===== src/rtl/muop_pkg.sv =====
package muop_pkg;

   typedef enum logic [3:0] {
      MOP_IDLE   = 4'd0,
      MOP_ADD    = 4'd1,
      MOP_SUB    = 4'd2,
      MOP_INC    = 4'd3,
      MOP_DEC    = 4'd4,
      MOP_BSET   = 4'd5,
      MOP_BFLIP  = 4'd6,
      MOP_BCLR   = 4'd7,
      MOP_MASK   = 4'd8,
      MOP_ZERO   = 4'd9,
      MOP_LOAD   = 4'd10
   } mop_e;

   function automatic logic mop_is_arith(input logic [3:0] code);
      return (code >= 4'd1) && (code <= 4'd4);
   endfunction

   function automatic logic mop_is_bitwise(input logic [3:0] code);
      return (code >= 4'd5) && (code <= 4'd10);
   endfunction

endpackage


===== src/rtl/muop_operand.sv =====
// Shapes the second adder input and the carry-in for each arithmetic code.
module muop_operand #(
   parameter int WIDTH = 8
) (
   input  logic [3:0]       code,
   input  logic [WIDTH-1:0] b_val,
   output logic [WIDTH-1:0] addend,
   output logic             cin
);
   import muop_pkg::*;

   always_comb begin
      addend = b_val;
      cin    = 1'b0;
      unique case (mop_e'(code))
         MOP_ADD: begin addend = b_val;             cin = 1'b0; end
         MOP_SUB: begin addend = ~b_val;            cin = 1'b1; end
         MOP_INC: begin addend = '0;                cin = 1'b1; end
         MOP_DEC: begin addend = {WIDTH{1'b1}};     cin = 1'b0; end
         default: begin addend = b_val;             cin = 1'b0; end
      endcase
   end
endmodule


===== src/rtl/muop_adder.sv =====
// WIDTH-bit adder: a cascade of full adders, or an inferred adder.
module muop_adder #(
   parameter int WIDTH      = 8,
   parameter bit USE_RIPPLE = 1'b1
) (
   input  logic [WIDTH-1:0] x,
   input  logic [WIDTH-1:0] y,
   input  logic             cin,
   output logic [WIDTH-1:0] sum,
   output logic             cout,
   output logic             ovf
);
   localparam int MSB = WIDTH - 1;

   generate
      if (USE_RIPPLE) begin : g_ripple
         logic [WIDTH:0] chain;
         assign chain[0] = cin;
         for (genvar i = 0; i < WIDTH; i++) begin : g_fa
            logic p;
            assign p           = x[i] ^ y[i];
            assign sum[i]      = p ^ chain[i];
            assign chain[i+1]  = (x[i] & y[i]) | (p & chain[i]);
         end
         assign cout = chain[WIDTH];
      end else begin : g_infer
         logic [WIDTH:0] wide;
         assign wide = {1'b0, x} + {1'b0, y} + {{WIDTH{1'b0}}, cin};
         assign sum  = wide[MSB:0];
         assign cout = wide[WIDTH];
      end
   endgenerate

   // Signed overflow: like-signed inputs, result sign differs.
   assign ovf = (x[MSB] == y[MSB]) && (sum[MSB] != x[MSB]);
endmodule


===== src/rtl/muop_bitwise.sv =====
// Per-bit manipulation section; no signal crosses bit positions.
module muop_bitwise #(
   parameter int WIDTH = 8
) (
   input  logic [3:0]       code,
   input  logic [WIDTH-1:0] a_val,
   input  logic [WIDTH-1:0] b_val,
   output logic [WIDTH-1:0] res
);
   import muop_pkg::*;

   function automatic logic bit_fn(input logic [3:0] c, input logic a, input logic b);
      case (mop_e'(c))
         MOP_BSET:  return a | b;
         MOP_BFLIP: return a ^ b;
         MOP_BCLR:  return a & ~b;
         MOP_MASK:  return a & b;
         MOP_ZERO:  return a ^ a;
         MOP_LOAD:  return b;
         default:   return a;
      endcase
   endfunction

   generate
      for (genvar i = 0; i < WIDTH; i++) begin : g_bit
         assign res[i] = bit_fn(code, a_val[i], b_val[i]);
      end
   endgenerate
endmodule


===== src/rtl/muop_unit.sv =====
module muop_unit #(
   parameter int WIDTH      = 8,
   parameter bit USE_RIPPLE = 1'b1
) (
   input  logic             clk,
   input  logic             rst_n,
   input  logic             en,
   input  logic [3:0]       op_code,
   input  logic [WIDTH-1:0] b_in,
   output logic [WIDTH-1:0] a_out,
   output logic             carry_out,
   output logic             ovf_out
);
   import muop_pkg::*;

   generate
      if (WIDTH < 2) begin : g_bad_width
         $error("muop_unit: WIDTH must be at least 2");
      end
   endgenerate

   logic [WIDTH-1:0] a_q;
   logic             c_q, v_q;
   logic [WIDTH-1:0] addend, sum, logic_res;
   logic             cin, cout, ovf;
   logic             do_arith, do_bits;

   muop_operand #(.WIDTH(WIDTH)) u_operand (
      .code   (op_code),
      .b_val  (b_in),
      .addend (addend),
      .cin    (cin)
   );

   muop_adder #(.WIDTH(WIDTH), .USE_RIPPLE(USE_RIPPLE)) u_adder (
      .x    (a_q),
      .y    (addend),
      .cin  (cin),
      .sum  (sum),
      .cout (cout),
      .ovf  (ovf)
   );

   muop_bitwise #(.WIDTH(WIDTH)) u_bits (
      .code  (op_code),
      .a_val (a_q),
      .b_val (b_in),
      .res   (logic_res)
   );

   assign do_arith = en && mop_is_arith(op_code);
   assign do_bits  = en && mop_is_bitwise(op_code);

   always_ff @(posedge clk) begin
      if (!rst_n) begin
         a_q <= '0;
         c_q <= 1'b0;
         v_q <= 1'b0;
      end else if (do_arith) begin
         a_q <= sum;
         c_q <= cout;
         v_q <= ovf;
      end else if (do_bits) begin
         a_q <= logic_res;
      end
   end

   assign a_out     = a_q;
   assign carry_out = c_q;
   assign ovf_out   = v_q;
endmodule


===== config.mk =====
export PLATFORM = sky130hd
export DESIGN_NAME = muop_unit
export DESIGN_NICKNAME = d
export VERILOG_FILES = /design/src/rtl/muop_pkg.sv /design/src/rtl/muop_operand.sv /design/src/rtl/muop_adder.sv /design/src/rtl/muop_bitwise.sv /design/src/rtl/muop_unit.sv
export SDC_FILE = /design/constraint.sdc
export NUM_CORES = 1
export LEC_CHECK = 0
export CAP_MARGIN = 0
export CELL_PAD_IN_SITES_DETAIL_PLACEMENT = 0
export CELL_PAD_IN_SITES_GLOBAL_PLACEMENT = 1
export CORE_MARGIN = 10
export CORE_UTILIZATION = 25
export CTS_CLUSTER_SIZE = 28
export DETAILED_ROUTE_END_ITERATION = 10
export PLACE_DENSITY = 0.57
export SLEW_MARGIN = 20
export SYNTH_ARGS = -nofsm -noshare
export SYNTH_HDL_FRONTEND = slang
export SYNTH_SLANG_ARGS = --single-unit
export TNS_END_PERCENT = 5

===== constraint.sdc =====
create_clock -name clk -period 5.88 [get_ports clk]
set_input_delay 1.764 -clock clk [delete_from_list [all_inputs] [get_ports clk]]
set_output_delay 1.764 -clock clk [all_outputs]
set_load 0.03 [all_outputs]

## Yosys cells after proc, flatten, opt, wreduce, memory -nomap -nowiden

Index checks and enable logic that the tools add are counted.

- Output and inout port bits: 10
- Register bits after elaboration: 10

- Reduce and logical (&&, ||, !) cells: 9
- Equality and inequality tests: 11
- Bitwise operators: 81
- Multiplexer cells: 12
- Magnitude comparators: 4

Operators with widths:

| kind | number |
|---|---|
| one-hot mux 1 bit (6 select lines) | 8 |
| AND 1 bit | 32 |
| one-hot mux 8 bit (3 select lines) | 1 |
| bitwise XOR 1 bit | 24 |
| equality test 4 x 3 -> 1 bit (second input constant) | 4 |
| 2-to-1 mux 8 bit | 2 |
| OR 1 bit | 16 |
| equality test 4 bit (second input constant) | 3 |
| equality test 4 x 2 -> 1 bit (second input constant) | 2 |
| NOT 1 bit | 8 |
| NOT 8 bit | 1 |
| nonzero test 7 bit | 1 |
| logical AND 1 bit | 5 |
| >= comparator 4 x 1 -> 1 bit (second input constant) | 1 |
| >= comparator 4 x 3 -> 1 bit (second input constant) | 1 |
| <= comparator 4 x 3 -> 1 bit (second input constant) | 1 |
| <= comparator 4 bit (second input constant) | 1 |
| AND reduction 2 bit | 1 |
| nonzero test 2 bit | 1 |
| OR reduction 2 bit | 1 |
| equality test 1 bit | 1 |
| 2-to-1 mux 1 bit | 1 |
| inequality test 1 bit | 1 |

## Longest topological paths before layout

- Word-level depth: 20
- Depth in mapped cells: 19
- Gate-level depth less buffers: 16

## Modules after synthesis

A second synthesis with hierarchy kept.

- Cells, all modules: 186
- Area total of the unflattened synthesis: 1498.9 sq um

By module, submodules not included:

| module | cells an instance | instances | area an instance (sq um) |
|---|---|---|---|
| muop_bitwise | 97 | 1 | 598.1 |
| muop_unit | 46 | 1 | 464.2 |
| muop_adder | 21 | 1 | 222.7 |
| muop_operand | 22 | 1 | 214.0 |

## Worst setup path after synthesis

No wires, ideal clock.

- Path kind: input to register
- From: input port op_code[3]
- To: register a_q[7], in the netlist a_out[7]
- Stages on the path: 16
- Arrival time: 6201 ps
- Library setup time: 127 ps
- Buffers on the path: 2
- Setup slack: -448 ps
- Cell sequence: buf_6 > clkbuf_1 > a211oi_2 > o22ai_1 > fa_1 > fa_1 > fa_1 > fa_1 > fa_1 > fa_1 > fa_1 > inv_1 > fa_1 > o21a_1 > a211oi_1 > a21oi_1

- Longest elaborated chain between the ends: 19
- Elaborated cells between the ends (all ways): 56
- Those cells by class: order compare: 4; eq/ne: 9; mux: 5; bitwise: 30; reduce/logical: 8

RTL lines:

| item | RTL line | source |
|---|---|---|
| start: declaration | muop_unit.sv:8 | `input logic [3:0] op_code,` |
| equality test 4 x 3 -> 1 bit or equality test 4 x 2 -> 1 bit (tied branches) | muop_operand.sv:15 | `unique case (mop_e'(code))` |
| one-hot mux 8 bit (3 select lines) or OR reduction 2 bit (tied branches) | - |  |
| bitwise XOR 1 bit or 2-to-1 mux 1 bit (tied branches) | muop_adder.sv:21, muop_operand.sv:15 |  |
| AND 1 bit | muop_adder.sv:23 | `assign chain[i+1] = (x[i] & y[i]) \| (p & chain[i]);` |
| OR 1 bit | muop_adder.sv:23 |  |
| AND 1 bit | muop_adder.sv:23 |  |
| OR 1 bit | muop_adder.sv:23 |  |
| AND 1 bit | muop_adder.sv:23 |  |
| [... 3 more ...] | - |  |
| AND 1 bit | muop_adder.sv:23 |  |
| OR 1 bit | muop_adder.sv:23 |  |
| AND 1 bit | muop_adder.sv:23 |  |
| OR 1 bit | muop_adder.sv:23 |  |
| AND 1 bit | muop_adder.sv:23 |  |
| OR 1 bit | muop_adder.sv:23 |  |
| bitwise XOR 1 bit | muop_adder.sv:22 | `assign sum[i] = p ^ chain[i];` |
| 2-to-1 mux 8 bit | muop_unit.sv:59 | `end else if (do_arith) begin` |
| end signal: assignment | muop_unit.sv:60 | `a_q <= sum;` |
| end signal: assignment | muop_unit.sv:64 | `a_q <= logic_res;` |
| end: declaration | muop_unit.sv:22 | `logic [WIDTH-1:0] a_q;` |

Several ways; a longest one is shown, not always the timed one. The select of a mux whose other input is x is not followed.
A chain may end at the register's enable or synchronous reset.

## Worst setup path in the final report

- From: input port op_code[1]
- To: register a_q[7], in the netlist a_out[7]

Same word-level chain as after synthesis.

==> out/qor.log <==
[synthesis] Synth Net Count 291
[setup_path] register-to-register path setup slack 1760 ps
[cts] clock transition at the registers of the reported paths 50 ps
[setup_path] number of cells traversed by the worst register-to-register path 13
[hold_path] hold-critical path depth 2
[finish] Filler cells 750
[floorplanning] die area 11000 um^2
[cts] clock buffers created by TritonCTS 3
[drt] vias per cell 5.27
[synthesis] dominant combinational cell family by area after synthesis compound AO/OA/AOI/OAI gates
[drt] antenna-violating nets left 0
[synthesis] simple-gate share of the synthesized area 25.3%
[cts] Sinks on Clock Net 10
[floorplanning] Initial Util 26.1%
[cts] number of buffers on the longest clock path 2
[power] PnR Total Power 0.353 mW
[setup_path] type of element launching the critical path input port
[timing] final period demand of the worst path 5680 ps
[timing] unrepaired setup endpoints after global routing no
[timing] Worst Slack Setup Final 202 ps
[timing] Final Max Slew Viols 0
[synthesis] synthesis-stage register bit count 10
[floorplanning] total number of placement rows 30
[synthesis] post-synthesis area per instance 6.92 um^2
[power] worst IR drop on VDD 0.0521 mV
[synthesis] number of synthesis warnings 0
[timing] Max Clk Rate 176 MHz
[synthesis] share of synthesized registers carrying an async set or reset 0%
[global_route] pin count of the biggest net entering global routing 46
[synthesis] part of the Yosys area used for sequential elements 11.2%
[synthesis] fraction of the mapped netlist area in compound gates 36.5%
[timing] worst-case clock skew 5.01 ps
[finish] Antenna diodes 0
[synthesis] area of the mapped netlist 1790 um^2
[synthesis] leading register cell type out of synthesis dfxtp_1
[run] max-capacitance violation count 0
[cts] CTS tree done
[global_route] global-route total usage across every layer 11.3%
[global_route] remaining global-route overflow 0
[synthesis] count of mapped cells out of synthesis 259
[floorplanning] die outline height 105 um
[drt] Starting DRT DRC Count 91
[synthesis] EDFF count, synth 0
[timing] share of the clock period used by the worst path 96.6%
[setup_path] CP endpoint kind register
[global_route] via count of the first global-routing pass 1869
[power] power density relative to cell area 159 nW/um^2
[timing] relative max-transition margin 31.7%
[setup_path] worst path required time 6000 ps
[timing] Setup-failing EPs final 0
[cts] Worst-Skew Late Latency 240 ps
[floorplanning] # IOs 25
[synthesis] multiplexer share of the synthesized area 1.12%
[placed_design] number of port buffers 24
[drt] routed length per instance 16.9 um
[finish] Final nets 311
[synthesis] post-synth cell types 34
[setup_path] reg-to-reg critical path endpoint a_out[7]
[cts] number of hold-repair buffers added at the cts stage 0
[hold_path] type of the most critical hold path reg -> reg
[placed_design] DPL Wire Length 4160 um
[drt] vias after detailed routing 1965
[hold_path] source of the worst hold timing path ovf_out
[floorplanning] die span in x 105 um
[drt] final wirelength 6300 um
[setup_path] startpoint of the lowest-slack register-to-register path a_out[0]
[finish] final core utilization 32.3%
[power] part of the total power dissipated in combinational logic 54.6%
[power] cell leakage power 0.806 nW
[power] Switching Power 0.150 mW
[placed_design] pre-CTS WS -495 ps
[setup_path] critical path data arrival time 5800 ps
[power] sequential share of power 23.0%
[power] clock group share of total power 22.4%
[finish] fraction of final layout cells sized beyond drive strength 1 13.7%
[synthesis] xor/xnor share of the synthesized area 0.488%
[power] switching power share of the total 42.6%
[cts] CTS Root Buffer Type clkbuf_8
[drt] total iterations of the first detailed-routing run 4
[status] run status finished, final reports clean
[timing] final hold slack 517 ps
[floorplanning] floorplan core area 6870 um^2
[cts] CTS H-Tree Depth 1
[placed_design] RD Place Congestion 0.790
[drt] detailed-route DRC error count 0
[power] Power Internal 0.203 mW
[timing] Worst-Margin Slew 1020 ps
[timing] Final Hold Viols 0
[setup_path] critical path fanouts, max 3
[global_route] antenna violations before repair 0
[global_route] global-route wire length before repair 10200 um
[hold_path] Hold Path Sink ovf_out
[synthesis] post-synthesis adder-cell area fraction 15.2%
[setup_path] worst setup path category in -> reg
[finish] Syn-to-layout area delta 23.8%
==> what timing repair did <==
item                                    CTS  global route
buffers inserted                          2             0
resized for setup                        17             0
endpoints found under the setup margin    2             2
pin swaps                                13            11
==> flip-flops by register name (all words and copies together), names as in the netlist <==
| register | cells |
|---|---|
| ovf_out | 1 |
| carry_out | 1 |
| a_out | 8 |
==> layout make-up <==
type                       instances  area (um^2)  area share [%]
multi-input combinational        208         1450            65.3
timing repair buffer              38          342            15.4
sequential                        10          200            9.02
tap                               96          120            5.41
inverter                          18         67.6            3.04
clock buffer                       3         41.3            1.86
==> layer usage <==
metal | share of wire, % | global-route usage [%]
met1 | 46 | 15.5
met2 | 49 | 18.0
met3 | 3.9 | 1.47
met4 | 0.95 | 3.24
met5 | 0 | 0
==> worst max path at each step <==
stage          startpoint       end  slack, ps  cells after the start
6_report       op_code[1]  a_out[7]        200                     16
5_1_grt        op_code[1]  a_out[7]         40                     16
3_5_place_dp   op_code[1]  a_out[7]       -500                     16
3_3_place_gp   op_code[1]  a_out[7]       -440                     16
2_1_floorplan  op_code[3]  a_out[7]       -110                     16
4_1_cts        op_code[1]  a_out[7]       -130                     16
==> power groups by stage <==
| stage | logic (mW) | clock network, mW | registers (mW) |
|---|---|---|---|
| 3_3_place_gp | 0.191 | 0 | 0.0828 |
| 3_5_place_dp | 0.191 | 0 | 0.0829 |
| 6_report | 0.193 | 0.0790 | 0.0812 |
| 5_1_grt | 0.216 | 0.0849 | 0.0826 |
| 4_1_cts | 0.195 | 0.0823 | 0.0815 |
| 2_1_floorplan | 0.120 | 0 | 0.0927 |
==> metrics by stage <==
| step | area, um^2 | TNS, ps | std cells |
|---|---|---|---|
| final | 2220 | 0 | 373 |
| after global routing | 2220 | 0 | 373 |
| after CTS | 2220 | -184 | 373 |
| after detailed placement | 2160 | -903 | 368 |
| after global placement | 2160 | -792 | 368 |
| after floorplan | 1840 | -115 | 259 |
==> logic make-up (layout without fill, tap and decap cells) <==
family	count (synthesis)	after routing
AOI/OAI and AO/OA	102	102
xor gates and xnor gates	1	1
adders and majority gates	17	17
buffers and inverters	41	59
DFF	10	10
muxes	2	2
and+or+nand+nor	86	86
==> Yosys cell counts (all sizes together) (8+ instances only) <==
| master | number | share of area (%) |
|---|---|---|
| inv | 18 | 3.8 |
| fa | 8 | 8.9 |
| o32ai | 8 | 3.9 |
| nand2 | 16 | 3.3 |
| ha | 9 | 6.3 |
| o21ai | 24 | 6.7 |
| or3 | 9 | 3.1 |
| a21oi | 24 | 6.7 |
| dfxtp | 10 | 11 |
| o21a | 9 | 3.8 |
| nand2b | 17 | 5.9 |
| o22ai | 15 | 5.2 |
| buf | 16 | 5.0 |
| nor2b | 13 | 4.5 |
| a32oi | 8 | 3.9 |
| nor2 | 26 | 5.6 |
==> critical path, stage by stage <==
cell	delay (ps)
buf_6	90
buf_6	110
a211oi_4	250
o22ai_2	130
fa_2	360
fa_2	360
fa_2	350
fa_2	340
fa_2	360
fa_2	360
fa_2	350
inv_2	70
fa_1	460
a21o_1	190
a211oi_2	170
a21oi_1	80
==> cell usage in the layout, fill, tap and decap left out, types with 10 or more instances in the layout <==
master,instances
o21ai_0,24
a21oi_1,24
clkdlybuf4s50_1,19
inv_1,17
nand2_1,16
nor2_1,25
o22ai_1,14
buf_4,13
dfxtp_1,10
nand2b_1,17
nor2b_1,12
No activity file was read; power rests on OpenSTA's default activity.
